[src/rtl/dma_eng_pkg.sv]
package dma_eng_pkg;
  typedef enum logic [1:0] {
    SEL_ADDR   = 2'd0,
    SEL_COUNT  = 2'd1,
    SEL_PAGE   = 2'd2,
    SEL_HIPAGE = 2'd3
  } reg_sel_e;
endpackage

[src/rtl/dma_addr_ctr.sv]
module dma_addr_ctr #(
  parameter int W = 16
) (
  input  logic         clk_i,
  input  logic         rst_ni,
  input  logic         ld_i,
  input  logic [W-1:0] ld_val_i,
  input  logic         step_i,
  input  logic         reload_i,
  output logic [W-1:0] cur_o,
  output logic         wrap_o
);
  logic [W-1:0] base_q, cur_q;

  always_ff @(posedge clk_i or negedge rst_ni) begin
    if (!rst_ni) begin
      base_q <= '0;
      cur_q  <= '0;
    end else if (ld_i) begin
      base_q <= ld_val_i;
      cur_q  <= ld_val_i;
    end else if (step_i) begin
      cur_q <= reload_i ? base_q : cur_q + 1'b1;
    end
  end

  assign cur_o  = cur_q;
  assign wrap_o = step_i & ~reload_i & ~ld_i & (&cur_q);

  AST_ADDR_STEP: assert property (@(posedge clk_i) disable iff (!rst_ni)
    (step_i && !ld_i && !reload_i) |=> cur_q == W'($past(cur_q) + 1'b1));
  AST_ADDR_RELOAD: assert property (@(posedge clk_i) disable iff (!rst_ni)
    (step_i && !ld_i && reload_i) |=> cur_q == $past(base_q));
endmodule

[src/rtl/dma_count_ctr.sv]
module dma_count_ctr #(
  parameter int W       = 16,
  parameter bit WORD_CH = 1'b0
) (
  input  logic         clk_i,
  input  logic         rst_ni,
  input  logic         ld_i,
  input  logic [W-1:0] ld_val_i,
  input  logic         step_i,
  input  logic         reload_i,
  output logic         zero_o,
  output logic [W:0]   residue_o
);
  logic [W-1:0] base_q, cnt_q, left;

  always_ff @(posedge clk_i or negedge rst_ni) begin
    if (!rst_ni) begin
      base_q <= '1;
      cnt_q  <= '1;
    end else if (ld_i) begin
      base_q <= ld_val_i;
      cnt_q  <= ld_val_i;
    end else if (step_i) begin
      cnt_q <= reload_i ? base_q : cnt_q - 1'b1;
    end
  end

  assign zero_o = (cnt_q == '0);
  assign left   = cnt_q + 1'b1;

  generate
    if (WORD_CH) begin : g_word
      assign residue_o = {left, 1'b0};
    end else begin : g_byte
      assign residue_o = {1'b0, left};
    end
  endgenerate

  AST_CNT_STEP: assert property (@(posedge clk_i) disable iff (!rst_ni)
    (step_i && !ld_i && !reload_i) |=> cnt_q == W'($past(cnt_q) - 1'b1));
  AST_CNT_RELOAD: assert property (@(posedge clk_i) disable iff (!rst_ni)
    (step_i && !ld_i && reload_i) |=> cnt_q == $past(base_q));
endmodule

[src/rtl/dma_page_regs.sv]
module dma_page_regs #(
  parameter int PW      = 8,
  parameter int HW      = 8,
  parameter bit WORD_CH = 1'b0
) (
  input  logic          clk_i,
  input  logic          rst_ni,
  input  logic          pg_wr_i,
  input  logic          hp_wr_i,
  input  logic [PW-1:0] data_i,
  input  logic          wrap_i,
  output logic [PW-1:0] page_o,
  output logic [HW-1:0] hipage_o,
  output logic          hi_en_o
);
  logic [PW-1:0] pg_q;
  logic [HW-1:0] hp_q;
  logic          en_q;
  logic [PW-1:0] pg_inc;
  logic [HW-1:0] hp_inc;

  generate
    if (WORD_CH) begin : g_word
      assign {hp_inc, pg_inc[PW-1:1]} = {hp_q, pg_q[PW-1:1]} + 1'b1;
      assign pg_inc[0] = pg_q[0];
    end else begin : g_byte
      assign {hp_inc, pg_inc} = {hp_q, pg_q} + 1'b1;
    end
  endgenerate

  always_ff @(posedge clk_i or negedge rst_ni) begin
    if (!rst_ni) begin
      pg_q <= '0;
      hp_q <= '0;
      en_q <= 1'b0;
    end else if (pg_wr_i) begin
      pg_q <= data_i;
      en_q <= 1'b0;
    end else if (hp_wr_i) begin
      hp_q <= data_i[HW-1:0];
      en_q <= 1'b1;
    end else if (wrap_i && en_q) begin
      pg_q <= pg_inc;
      hp_q <= hp_inc;
    end
  end

  assign page_o   = pg_q;
  assign hipage_o = hp_q;
  assign hi_en_o  = en_q;

  AST_NO_CARRY_OFF: assert property (@(posedge clk_i) disable iff (!rst_ni)
    (!en_q && !pg_wr_i && !hp_wr_i) |=> ($stable(pg_q) && $stable(hp_q)));
  AST_PAGE_CLR_EN: assert property (@(posedge clk_i) disable iff (!rst_ni)
    pg_wr_i |=> !en_q);
endmodule

[src/rtl/dma_paged_engine.sv]
module dma_paged_engine
  import dma_eng_pkg::*;
#(
  parameter bit WORD_CH = 1'b0,
  parameter int W       = 16,
  parameter int PAGE_W  = 8,
  parameter int HIPG_W  = 8
) (
  input  logic                        clk_i,
  input  logic                        rst_ni,
  input  logic                        wr_en_i,
  input  logic [1:0]                  wr_sel_i,
  input  logic [W-1:0]                wr_data_i,
  input  logic                        auto_init_i,
  input  logic                        xfer_i,
  output logic [HIPG_W+PAGE_W+W-1:0]  phys_addr_o,
  output logic                        tc_o,
  output logic                        active_o,
  output logic [W:0]                  residue_o
);
  logic          ld_addr, ld_cnt, wr_pg, wr_hp;
  logic          step, tc, reload, cnt_zero, wrap, hi_en;
  logic          active_q;
  logic [W-1:0]  addr;
  logic [PAGE_W-1:0] page;
  logic [HIPG_W-1:0] hipage;

  assign ld_addr = wr_en_i && (reg_sel_e'(wr_sel_i) == SEL_ADDR);
  assign ld_cnt  = wr_en_i && (reg_sel_e'(wr_sel_i) == SEL_COUNT);
  assign wr_pg   = wr_en_i && (reg_sel_e'(wr_sel_i) == SEL_PAGE);
  assign wr_hp   = wr_en_i && (reg_sel_e'(wr_sel_i) == SEL_HIPAGE);

  assign step   = xfer_i & active_q;
  assign tc     = step & cnt_zero;
  assign reload = tc & auto_init_i;

  always_ff @(posedge clk_i or negedge rst_ni) begin
    if (!rst_ni)                 active_q <= 1'b0;
    else if (ld_cnt)             active_q <= 1'b1;
    else if (tc && !auto_init_i) active_q <= 1'b0;
  end

  dma_addr_ctr #(.W(W)) u_addr (
    .clk_i    (clk_i),
    .rst_ni   (rst_ni),
    .ld_i     (ld_addr),
    .ld_val_i (wr_data_i),
    .step_i   (step),
    .reload_i (reload),
    .cur_o    (addr),
    .wrap_o   (wrap)
  );

  dma_count_ctr #(.W(W), .WORD_CH(WORD_CH)) u_cnt (
    .clk_i     (clk_i),
    .rst_ni    (rst_ni),
    .ld_i      (ld_cnt),
    .ld_val_i  (wr_data_i),
    .step_i    (step),
    .reload_i  (reload),
    .zero_o    (cnt_zero),
    .residue_o (residue_o)
  );

  dma_page_regs #(.PW(PAGE_W), .HW(HIPG_W), .WORD_CH(WORD_CH)) u_page (
    .clk_i    (clk_i),
    .rst_ni   (rst_ni),
    .pg_wr_i  (wr_pg),
    .hp_wr_i  (wr_hp),
    .data_i   (wr_data_i[PAGE_W-1:0]),
    .wrap_i   (wrap),
    .page_o   (page),
    .hipage_o (hipage),
    .hi_en_o  (hi_en)
  );

  generate
    if (WORD_CH) begin : g_word
      assign phys_addr_o = {hipage, page[PAGE_W-1:1], addr, 1'b0};
    end else begin : g_byte
      assign phys_addr_o = {hipage, page, addr};
    end
  endgenerate

  assign tc_o     = tc;
  assign active_o = active_q;

  AST_IDLE_AFTER_TC: assert property (@(posedge clk_i) disable iff (!rst_ni)
    (tc && !auto_init_i && !ld_cnt) |=> !active_q);
  AST_STAY_ON_AUTO: assert property (@(posedge clk_i) disable iff (!rst_ni)
    (tc && auto_init_i) |=> active_q);
  AST_CARRY_NEEDS_EN: assert property (@(posedge clk_i) disable iff (!rst_ni)
    (wrap && !hi_en && !wr_pg && !wr_hp) |=> $stable(page));
endmodule

[config.mk]
export PLATFORM = sky130hd
export DESIGN_NAME = dma_paged_engine
export DESIGN_NICKNAME = d
export VERILOG_FILES = /design/src/rtl/dma_eng_pkg.sv /design/src/rtl/dma_addr_ctr.sv /design/src/rtl/dma_count_ctr.sv /design/src/rtl/dma_page_regs.sv /design/src/rtl/dma_paged_engine.sv
export SDC_FILE = /design/constraint.sdc
export NUM_CORES = 1
export LEC_CHECK = 0
export BUFFER_PORTS_ARGS = -buffer_cell sky130_fd_sc_hd__buf_2
export CORE_UTILIZATION = 38
export CTS_CLUSTER_SIZE = 12
export DETAILED_ROUTE_END_ITERATION = 6
export GPL_TIMING_DRIVEN = 0
export PLACE_DENSITY = 0.66
export SLEW_MARGIN = 20
export SYNTH_ARGS = -nofsm -noshare
export SYNTH_HDL_FRONTEND = slang
export SYNTH_SLANG_ARGS = --single-unit
[constraint.sdc]
create_clock -name clk_i -period 2.9 [get_ports clk_i]
set_input_delay 0.29 -clock clk_i [delete_from_list [all_inputs] [get_ports clk_i]]
set_output_delay 0.29 -clock clk_i [all_outputs]
set_load 0.02 [all_outputs]
==> results.yml <==
setup_path:
  arrival_ns: 2.51
  setup.worst_path.start_class: "flop"
  critPathMaxStageDelay_ns: 0.62
  required_ns: 2.61
  crit_fanout: 7
  worst-path-buf-inv: 2
  crit_path_cell_trace: "clkbuf_1 -> or4_4 -> or3_4 -> nor3_1 -> buf_2"
  cpLargestDelayFamily: "simple AND/OR/NAND/NOR gates"
  endpoint_kind: "output pin"
  worst-setup-path-type: "reg2out"
  slowest_stage: "or4_4"
yosys:
  avgSynthCellArea_um2: 8.49
  synthFlopType: "dfrtp_1"
  synth_edf_count: 0
  ys_types: 62
  ys_seq_area_share_pct: 42.2
  netlist_area_um2: 4960
  synth_warnings: 0
  yosysTopAreaCell: "dfrtp_1"
  yosys.area.top_type_share_pct: 25.2
  ys_seq_elements: 82
  synth-async-reset-ratio_pct: 100
  synth.area.top_cells: "dfrtp_1 25%, dfstp_2 17%, nand2_1 11%, nand3_1 5.9%, xnor2_1 4.8%"
  syn_nets: 612
  syn_inst: 584
finish:
  drive_gt1_share_pct: 22.6
  fillerInstances: 1250
  syn2layout_area_growth_pct: 19.8
  diodes: 0
  layout.nets: 696
  final_util_pct: 46.9
route:
  drc: 0
  drt_wl_total_um: 14900
  wl_per_cell_um: 17.6
  ant_nets: 0
  dr.pass1.iters: 5
  vias: 4825
  drtIter0Drc: 403
  vias_per_cell: 5.71
power:
  ir_worst_vdd_mv: 0.269
  p_per_area_nw_per_um2: 767
  power.static_leakage_uw: 0.00255
  power_uw: 4560
timing:
  finClkSkew_ns: 0.00852
  final.min_clock_period_ns: 2.80
  hold_ws_ns: 0.187
  final_hold_viol_count: 0
  max_freq_ghz: 0.357
  setup-tns-final_ns: 0
  setup_viol: 0
  rsz0062_at_grt: "no"
  slew_violations: 0
  period_share_pct: 96.6
  max_slew_margin_pct: 29.2
  worstMarginPinSlew_ns: 1.05
place:
  place.gp.congestion: 0.855
  hpwl_um: 10700
  io_buffer_count: 71
global_route:
  antenna_found_initial: 0
  grt_pass1_vias: 4660
  grt.total_usage_pct: 23.0
  grt_pass1_wl_um: 23900
  grt_start_max_net_pins: 55
  grt.overflow.total: 0
floorplanning:
  die_x_um: 116
  io_pins: 74
  die_area_um2: 13500
  die_h_um: 116
  initial_utilization_pct: 39.1
  rows: 41
  core-area_um2: 12700
job:
  drv_cap: 0
clock_network:
  clk_latency_ns: 0.34
  clkSlewWorstSetupHoldPaths_ns: 0.06
  cts.path.max_buffers: 2
  cts_made_buffers: 9
  root_buffer: "clkbuf_16"
  h-tree-depth: 3
  clkSinkCount: 82
  cts_tree: "built"
  post-cts-setup-buffers: 0
hold_path:
  hold_path_class: "in2reg"
run_status:
  outcome: "finished clean"
path summary, 6_finish.rpt:
path | start | endpoint | slack, ns | cells after the start
min in group asynchronous | rst_ni | u_page.page_o[4]$_DFFE_PN0P_ | 0.43 | 2
max in group asynchronous | rst_ni | u_cnt.cnt_q[12]$_DFFE_PN1P_ | 1.82 | 3
max | u_cnt.cnt_q[8]$_DFFE_PN1P_ | tc_o | 0.1 | 5
max reg2reg | u_cnt.cnt_q[0]$_DFFE_PN1P_ | u_page.page_o[6]$_DFFE_PN0P_ | 0.24 | 8
min | wr_data_i[15] | u_cnt.base_q[15]$_DFFE_PN1P_ | 0.19 | 3
min reg2reg | u_cnt.base_q[8]$_DFFE_PN1P_ | u_cnt.base_q[8]$_DFFE_PN1P_ | 0.46 | 2
registers in the layout, summed over array words and instances (netlist names):
name	flops
u_cnt.base_q	16
u_page.page_o	8
u_addr.base_q	16
active_o	1
u_page.hi_en_o	1
u_addr.cur_o	16
u_page.hipage_o	8
u_cnt.cnt_q	16
cell type report:
type                    instances  area [µm²]  area share (%)
repair buffers                 73         395            6.66
flip-flops and latches         82        2090            35.2
inverters                       7        26.3           0.442
plain buffers                  37         178            2.99
clock buffers                  11         253            4.25
multi-input cells             458        2700            45.4
well taps                     172         215            3.62
clock inverters                 5        83.8            1.41
layer usage:
metal / up-vias / global-route usage, % / share of wire, %
li1: 2258 / - / -
met1: 2339 / 29.9 / 43
met2: 187 / 37.7 / 48
met3: 41 / 3.43 / 5.9
met4: 0 / 11.3 / 2.8
met5: - / 0 / 0
metrics by stage:
stage | area [µm²] | worst slack (ns) | instances
final | 5940 | 0.0977 | 845
after global routing | 5940 | 0.0532 | 845
after CTS | 5920 | 0.0126 | 845
after detailed placement | 5560 | 0.0118 | 828
after global placement | 5530 | 0.115 | 827
after floorplan | 4960 | 0.506 | 584
worst reg2reg max path, cell delays in order (launching register included):
cell and delay, ns:
dfstp_2 0.62, inv_1 0.15, ha_1 0.24, nand4b_1 0.25
nor3_2 0.14, a2111o_1 0.56, buf_6 0.19, or3_1 0.35
nand3_1 0.09
kinds of logic after synthesis:
| family | synth area share [%] |
|---|---|
| AOI/OAI and AO/OA | 13.4 |
| xor gates and xnor gates | 6.18 |
| DFF | 42.2 |
| buffers and inverters | 4.09 |
| muxes | 2.12 |
| adders and majority gates | 1.26 |
| and+or+nand+nor | 30.7 |
| other | 0.0756 |
synthesized netlist by cell type, drive strengths merged, types with 3 or more instances:
| cell | instances |
|---|---|
| and2 | 5 |
| dfstp | 32 |
| a21oi | 5 |
| o31ai | 4 |
| nor2 | 28 |
| inv | 7 |
| nand4 | 11 |
| clkbuf | 25 |
| o211ai | 21 |
| or2 | 3 |
| nand3 | 59 |
| xnor2 | 27 |
| and3 | 9 |
| and4 | 3 |
| a31oi | 7 |
| nand2 | 147 |
| nor3 | 12 |
| or4 | 5 |
| mux2 | 4 |
| xor2 | 8 |
| a22o | 4 |
| o21a | 3 |
| or3 | 12 |
| a32oi | 11 |
| dfrtp | 50 |
| mux2i | 6 |
| nor4 | 7 |
| ha | 5 |
| o21ai | 25 |
| buf | 12 |
report_power, final:
part,internal [µW],leakage (µW),switching (µW)
Clock,807,0.000167,488
Combinational,569,0.00144,963
Sequential,1470,0.000945,266
layout by cell type (no fill, tap or decap), types with 21 or more instances in the layout:
cell type	n
nand3_1	58
dfrtp_1	50
nand2_1	146
o211ai_1	21
nor2_1	27
xnor2_1	27
clkbuf_1	24
dfstp_2	32
o21ai_0	23
buf_2	76
repair_timing:
item,CTS,global route
pin swaps,0,0
endpoints found under the setup margin,4,5
hold buffers,1,0
endpoints found under the hold margin,13,0
gates resized for setup,1,5
Power figures use the tool's default switching activity.
